[src/rtl/sleep_pkg.sv]
package sleep_pkg;

    typedef enum logic [2:0] {
        ST_AWAKE   = 3'd0,
        ST_ENTER   = 3'd1,
        ST_ASLEEP  = 3'd2,
        ST_EXIT    = 3'd3,
        ST_RECOVER = 3'd4
    } pwr_state_t;

    function automatic int max3(input int a, input int b, input int c);
        int m;
        m = (a > b) ? a : b;
        return (m > c) ? m : c;
    endfunction

endpackage

[src/rtl/sleep_sync.sv]
module sleep_sync #(
    parameter int STAGES = 2
) (
    input  logic clk,
    input  logic rst_n,
    input  logic d_async,
    output logic q_sync
);
    logic [STAGES-1:0] chain;

    generate
        for (genvar i = 0; i < STAGES; i++) begin : g_stage
            if (i == 0) begin : g_first
                always_ff @(posedge clk) begin
                    if (!rst_n) chain[0] <= 1'b0;
                    else        chain[0] <= d_async;
                end
            end else begin : g_next
                always_ff @(posedge clk) begin
                    if (!rst_n) chain[i] <= 1'b0;
                    else        chain[i] <= chain[i-1];
                end
            end
        end
    endgenerate

    assign q_sync = chain[STAGES-1];
endmodule

[src/rtl/sleep_fsm.sv]
module sleep_fsm
    import sleep_pkg::*;
#(
    parameter int ENTRY_CYC = 2,
    parameter int EXIT_CYC  = 2,
    parameter int RECOV_CYC = 2
) (
    input  logic clk,
    input  logic rst_n,
    input  logic req_s,
    output logic asleep,
    output logic busy
);
    localparam int MAXC  = max3(ENTRY_CYC, EXIT_CYC, RECOV_CYC);
    localparam int CNT_W = (MAXC > 1) ? $clog2(MAXC) : 1;
    localparam logic [CNT_W-1:0] ENTRY_LD = CNT_W'(ENTRY_CYC - 1);
    localparam logic [CNT_W-1:0] EXIT_LD  = CNT_W'(EXIT_CYC - 1);
    localparam logic [CNT_W-1:0] RECOV_LD = CNT_W'(RECOV_CYC - 1);

    pwr_state_t       state, state_nx;
    logic [CNT_W-1:0] cnt, cnt_nx;
    logic             cnt_done;

    assign cnt_done = (cnt == '0);

    // next-state and counter logic
    always_comb begin
        state_nx = state;
        cnt_nx   = cnt;
        unique case (state)
            ST_AWAKE: begin
                if (req_s) begin
                    state_nx = ST_ENTER;
                    cnt_nx   = ENTRY_LD;
                end
            end
            ST_ENTER: begin
                if (cnt_done) state_nx = ST_ASLEEP;
                else          cnt_nx   = cnt - 1'b1;
            end
            ST_ASLEEP: begin
                if (!req_s) begin
                    state_nx = ST_EXIT;
                    cnt_nx   = EXIT_LD;
                end
            end
            ST_EXIT: begin
                if (cnt_done) begin
                    state_nx = ST_RECOVER;
                    cnt_nx   = RECOV_LD;
                end else begin
                    cnt_nx = cnt - 1'b1;
                end
            end
            ST_RECOVER: begin
                if (cnt_done) state_nx = ST_AWAKE;
                else          cnt_nx   = cnt - 1'b1;
            end
            default: begin
                state_nx = ST_AWAKE;
                cnt_nx   = '0;
            end
        endcase
    end

    // state register
    always_ff @(posedge clk) begin
        if (!rst_n) begin
            state <= ST_AWAKE;
            cnt   <= '0;
        end else begin
            state <= state_nx;
            cnt   <= cnt_nx;
        end
    end

    // outputs
    always_comb begin
        asleep = 1'b0;
        busy   = 1'b1;
        unique case (state)
            ST_AWAKE:   busy   = 1'b0;
            ST_ASLEEP:  asleep = 1'b1;
            ST_ENTER, ST_EXIT, ST_RECOVER: busy = 1'b1;
            default:    busy   = 1'b1;
        endcase
    end


    sleep_implies_busy_chk: assert property (@(posedge clk) disable iff (!rst_n)
        asleep |-> busy);


    asleep_from_enter_chk: assert property (@(posedge clk) disable iff (!rst_n)
        (state == ST_ASLEEP && $past(state) != ST_ASLEEP && $past(rst_n)) |-> $past(state) == ST_ENTER);


    awake_from_recover_chk: assert property (@(posedge clk) disable iff (!rst_n)
        (state == ST_AWAKE && $past(state) != ST_AWAKE && $past(rst_n)) |-> $past(state) == ST_RECOVER);


    entry_needs_req_chk: assert property (@(posedge clk) disable iff (!rst_n)
        (state == ST_ENTER && $past(state) == ST_AWAKE && $past(rst_n)) |-> $past(req_s));
endmodule

[src/rtl/sleep_viol.sv]
module sleep_viol (
    input  logic clk,
    input  logic rst_n,
    input  logic acc_req,
    input  logic blocked,
    output logic viol
);
    always_ff @(posedge clk) begin
        if (!rst_n)                  viol <= 1'b0;
        else if (acc_req && blocked) viol <= 1'b1;
    end


    viol_sticky_chk: assert property (@(posedge clk) disable iff (!rst_n)
        viol |=> viol);
endmodule

[src/rtl/sleep_ctrl.sv]
module sleep_ctrl #(
    parameter int SYNC_STAGES = 2,
    parameter int ENTRY_CYC   = 2,
    parameter int EXIT_CYC    = 2,
    parameter int RECOV_CYC   = 2
) (
    input  logic clk,
    input  logic rst_n,
    input  logic sleep_req_a,
    input  logic acc_req,
    output logic acc_go,
    output logic acc_blocked,
    output logic asleep,
    output logic proto_viol
);
    logic req_s;
    logic busy;

    sleep_sync #(.STAGES(SYNC_STAGES)) u_sync (
        .clk     (clk),
        .rst_n   (rst_n),
        .d_async (sleep_req_a),
        .q_sync  (req_s)
    );

    sleep_fsm #(
        .ENTRY_CYC (ENTRY_CYC),
        .EXIT_CYC  (EXIT_CYC),
        .RECOV_CYC (RECOV_CYC)
    ) u_fsm (
        .clk    (clk),
        .rst_n  (rst_n),
        .req_s  (req_s),
        .asleep (asleep),
        .busy   (busy)
    );

    assign acc_blocked = busy | req_s;
    assign acc_go      = acc_req & ~acc_blocked;

    sleep_viol u_viol (
        .clk     (clk),
        .rst_n   (rst_n),
        .acc_req (acc_req),
        .blocked (acc_blocked),
        .viol    (proto_viol)
    );


    no_go_when_blocked_chk: assert property (@(posedge clk) disable iff (!rst_n)
        acc_blocked |-> !acc_go);


    go_follows_req_chk: assert property (@(posedge clk) disable iff (!rst_n)
        (!busy && !req_s && acc_req) |-> acc_go);
endmodule

[config.mk]
export PLATFORM = sky130hd
export DESIGN_NAME = sleep_ctrl
export DESIGN_NICKNAME = d
export VERILOG_FILES = /design/src/rtl/sleep_pkg.sv /design/src/rtl/sleep_sync.sv /design/src/rtl/sleep_fsm.sv /design/src/rtl/sleep_viol.sv /design/src/rtl/sleep_ctrl.sv
export SDC_FILE = /design/constraint.sdc
export NUM_CORES = 1
export LEC_CHECK = 0
export ABC_AREA = 1
export CAP_MARGIN = 20
export CORE_AREA = 4 4 41 43
export CTS_BUF_LIST = sky130_fd_sc_hd__clkbuf_4 sky130_fd_sc_hd__clkbuf_8
export DETAILED_ROUTE_END_ITERATION = 8
export DIE_AREA = 0 0 45 47
export PLACE_DENSITY_LB_ADDON = 0.12
export SLEW_MARGIN = 20
export SYNTH_ARGS = -nofsm -noshare
export SYNTH_HDL_FRONTEND = slang
export SYNTH_SLANG_ARGS = --single-unit
[constraint.sdc]
create_clock -name clk -period 1 [get_ports clk]
set_input_delay 0.2 -clock clk [delete_from_list [all_inputs] [get_ports clk]]
set_output_delay 0.2 -clock clk [all_outputs]
set_load 0.1 [all_outputs]
# [Word level (Yosys, flattened, before mapping)]
# Cells that the tools add are included.
[op_classes] mux=13 reduce_logical=5 n_eq_ne=9 bitwise=3 n_addsub=1
[ops] cell="2-to-1 mux 3 bit" n=5
[ops] cell="one-hot mux 3 bit (5 select lines)" n=1
[ops] cell="!= test 2 bit, second input constant" n=5
[ops] cell="== test 3 x 2 -> 1 bit, second input constant" n=2
[ops] cell="2-to-1 mux 1 bit" n=6
[ops] cell="AND reduction 5 bit" n=1
[ops] cell="one-hot mux 1 bit (4 select lines)" n=1
[ops] cell="== test 3 x 1 -> 1 bit, second input constant" n=1
[ops] cell="== test 3 bit, second input constant" n=1
[ops] cell="logical NOT 3 bit" n=1
[ops] cell="AND reduction 2 bit" n=1
[ops] cell="OR reduction 2 bit" n=1
[ops] cell="AND 1 bit" n=1
[ops] cell="logical AND 1 bit" n=1
[ops] cell="NOT 1 bit" n=1
[ops] cell="bitwise OR 1 bit" n=1
[ops] cell="subtractor 1 bit, second input constant" n=1
[totals] reg_bits=7 out_inout_bits=4 elab_cells=36

# [Logic depth before layout (Yosys ltp)]
# Gate-level depths: netlist (run 1).
[logic_depth] depth_word=5 depth_mapped=7 depth_no_buf=7

# [Hierarchy]
# A second synthesis (run 1) with hierarchy kept.
[hier_totals] cells_unflattened=51 area_unflattened_um2=366.6
[modules_own_cells] module="sleep_fsm" area_each_um2=247.7 instances=1 seq_area_each_um2=80.1 cells_per_inst=35
[modules_own_cells] module="sleep_sync" area_each_um2=55.1 instances=1 seq_area_each_um2=40.0 cells_per_inst=6
[modules_own_cells] module="sleep_viol" area_each_um2=40.0 instances=1 seq_area_each_um2=20.0 cells_per_inst=5
[modules_own_cells] module="sleep_ctrl" area_each_um2=23.8 instances=1 seq_area_each_um2=0.0 cells_per_inst=5

# [Worst setup path before layout (run 1)]
# No wires, ideal clock.
[synth_timing] path_type="register to output" start="reg u_fsm.state[2]" end="out acc_go" arrival_ps=2237 stages_incl_launch_ff=4 path_slack_ps=-1437 t_required_ps=800 path_cell_list="dfxtp_1 -> nor2_4 -> nand3_4 -> nor2_1"
[synth_between] elab_chain_len=5
[synth_rtl] item="start, declared" line_no="sleep_fsm.sv:20" rtl="pwr_state_t state, state_nx;"
[synth_rtl] item="start signal, assigned" line_no="sleep_fsm.sv:72" rtl="state <= state_nx;"
[synth_rtl] item="logical NOT 3 bit" line_no="sleep_fsm.sv:81" rtl="unique case (state)"
[synth_rtl] item="2-to-1 mux 1 bit" line_no="sleep_fsm.sv:81"
[synth_rtl] item="bitwise OR 1 bit" line_no="sleep_ctrl.sv:38" rtl="assign acc_blocked = busy | req_s;"
[synth_rtl] item="net acc_blocked" line_no="sleep_ctrl.sv:12" rtl="output logic acc_blocked,"
[synth_rtl] item="NOT 1 bit" line_no="sleep_ctrl.sv:39" rtl="assign acc_go = acc_req & ~acc_blocked;"
[synth_rtl] item="AND 1 bit" line_no="sleep_ctrl.sv:39"
[synth_rtl] item="end, declared" line_no="sleep_ctrl.sv:11" rtl="output logic acc_go,"
# The timed path passes the listed nets, and every way through them passes these cells.

# [Worst setup path in the final report (run 1)]
[layout_timing] start="reg u_fsm.state[2]" end="out acc_go"
[layout_between] elab_chain_len=5
[layout_rtl] item="logical NOT 3 bit" line_no="sleep_fsm.sv:81"
[layout_rtl] item="2-to-1 mux 1 bit" line_no="sleep_fsm.sv:81"
[layout_rtl] item="bitwise OR 1 bit" line_no="sleep_ctrl.sv:38"
[layout_rtl] item="NOT 1 bit" line_no="sleep_ctrl.sv:39"
[layout_rtl] item="AND 1 bit" line_no="sleep_ctrl.sv:39"
# No other way between the ends.

==> results_dict.tcl, run 1 <==
set metrics [dict create \
    max_stage_delay_ns 0.33 \
    yosysWarnings 0 \
    vias 360 \
    area_delta_synth_final_pct 88.19 \
    avgViaCountPerCell 4.186 \
    dr.pass1.iters 2 \
    hold_depth 2 \
    numCtsBuffers 3 \
    ys_ff_latch 7 \
    hold_path_class "reg -> reg" \
    max_slew.worst_pin.slew_ns 0.1827 \
    antenna_cells 0 \
    use_met2 0.1384 \
    slew_violations 0 \
    synth_cell_type_count 14 \
    setup_viol 7 \
    path_class "reg -> out" \
    cp.required_ns 0.80 \
    grt_pass1_vias 341 \
    cts_root_buf "clkbuf_4" \
    period_share 1.345 \
    use_met3 0.04598 \
    min_to "u_sync.q_sync" \
    cts_tree "done" \
    syn_nets 50 \
    synth_area_sq_um 339.1 \
    grt_use_met1 0.1032 \
    dp_worst_setup_slack_ns -0.2486 \
    grt_pass1_wl_um 1338 \
    insertion_delay_ns 0.25 \
    syn_inst 46 \
    cts_buffer_depth 2 \
    violations "setup timing" \
    place.gp.congestion 0.7333 \
    skew_ns 0.008589 \
    crit_chain "nor2_4 -> nand3_4 -> nor2_4 -> buf_12" \
    critPathTopFamily "simple AND/OR/NAND/NOR gates" \
    worstPathMaxFanout 3 \
    final_common_cell "buf_4" \
    cp_data_arrival_time_ns 1.14 \
    hpwl_um 620.1 \
    status "finished, violations left" \
    port_buffers 7 \
    startpoint_type "register" \
    dieWidth_um 45 \
    reg2reg_depth 9 \
    dp_cells 78 \
    die_h_um 47 \
    routedWlPerCell_um 8.930 \
    wirelength_um 768 \
    clkSinkCount 7 \
    start_util 0.2606 \
    regToRegSetupSlack_ns -0.32 \
    core_area_sq_mm 0.001301 \
    crit_path_top_delay_cell "dfxtp_2" \
    max-slew-margin-rel 0.8780 \
    layout.nets 76 \
    grt_usage 0.09113 \
    rr_endpoint "u_fsm.state[1]" \
    drive_gt1_frac 0.5352 \
    pin_count 8 \
    ant_nets 0 \
    syn_area_per_cell_sq_um 7.371 \
    layout_common_cells "buf_4, nand2_1, inv_1" \
    top_usage_layer "met2" \
    path_clk_slew_ns 0.06 \
    critical_path.endpoint_type "primary output" \
    dieArea_sq_mm 0.002115 \
    hold_viol 0 \
    first_iter_violations 4 \
    final_cells 86 \
    path_buf_inv 1 \
    seq_area_frac_synth 0.4133 \
    rows 13 \
    grt-ovfl-total 0 \
    critPathMostFrequentCell "nor2_4" \
    grt_max_degree 6 \
    n_fill_cell 131 \
    maxCapViolCount 0 \
    holdWs_ns 0.4136 \
    reg2reg_from "u_fsm.state[2]" \
    fin_util 0.4904 \
    rsz0062_at_grt "true" \
    fin_crit_ns 1.345 \
    fmax_mhz 743.8 \
    antenna_found_initial 0 \
    setup_ws_ns -0.3445 \
    htreeDepth 1 \
    drcViolationCount 0 \
    worstHoldStart "u_sync.chain[0]" \
]
layer usage:
metal | wire [um] | part of all wire
met4 | 6 | 0.0078
met2 | 363 | 0.47
met1 | 366 | 0.48
met3 | 31 | 0.040
met5 | 0 | 0
worst max path at each step:
stage	from	endpoint	slack, ns	depth (start not counted)
finish	u_fsm.state[2]	acc_go	-0.34	4
global route	u_fsm.state[2]	acc_go	-0.40	4
CTS	u_fsm.state[0]	acc_go	-0.38	4
detailed placement	acc_req	acc_go	-0.25	4
global placement	acc_req	acc_go	-0.23	4
floorplan	u_fsm.state[2]	acc_go	-0.65	3
tightest hold or removal path, stage by stage, from the launching register on:
cell and delay [ns]:
dfxtp_1 0.30, nand2_1 0.05, inv_1 0.04
synthesized netlist by cell type:
library cell / n / share of area
inv_2: 1 / 0.011
dfxtp_1: 7 / 0.41
o21ai_0: 2 / 0.030
nand3_4: 1 / 0.052
nor2_1: 7 / 0.078
a21oi_1: 3 / 0.044
nand3_2: 2 / 0.059
nor2_4: 1 / 0.033
nand3_1: 3 / 0.044
nor3_1: 1 / 0.015
a21oi_2: 1 / 0.026
nand4_1: 1 / 0.018
inv_1: 8 / 0.089
nand2_1: 8 / 0.089
per-stage QoR:
stage / instance area, sq um / TNS [ns]
after global placement: 558.0 / -0.6485
after CTS: 595.6 / -1.300
after detailed placement: 558.0 / -0.6876
after global routing: 638.1 / -2.601
after floorplan: 354.1 / -1.837
final: 638.1 / -2.151
final cells by class:
type / instances / area (sq um) / area share
tap: 15 / 18.77 / 0.02941
multi-input combinational: 30 / 192.7 / 0.3020
inverter: 9 / 37.54 / 0.05882
timing repair buffer: 21 / 215.2 / 0.3373
clock buffer: 4 / 30.03 / 0.04706
sequential: 7 / 143.9 / 0.2255
state kept, by name, indices dropped and copies added (netlist names):
register	flops
u_fsm.state	3
u_sync.chain	1
u_fsm.cnt	1
u_sync.q_sync	1
u_viol.viol	1
kinds of logic after synthesis:
group,synth area share
compound gates,0.09962
buf+inv,0.09962
flops,0.4133
simple gates,0.3875
timing repair:
action,4_1_cts,5_1_grt
resized for setup,0,6
pin swaps,1,5
hold buffers,0,0
endpoints found under the setup margin,6,9
setup buffers,1,3
Power of run 1 is not shown: default switching activity piles up to over one toggle a cycle in this logic, so the estimate is an artifact.
==> run 2: changes to the inputs <==
--- a/config.mk
+++ b/config.mk
@@ -9,6 +9,7 @@
 export CAP_MARGIN = 20
 export CORE_AREA = 4 4 41 43
 export CTS_BUF_LIST = sky130_fd_sc_hd__clkbuf_4 sky130_fd_sc_hd__clkbuf_8
+export CTS_CLUSTER_SIZE = 28
 export DETAILED_ROUTE_END_ITERATION = 8
 export DIE_AREA = 0 0 45 47
 export PLACE_DENSITY_LB_ADDON = 0.12
==> results of run 2 <==
Same layout as run 1: the final DEF is identical, and so are final timing and power.
Power of run 2 is left out for the same reason.
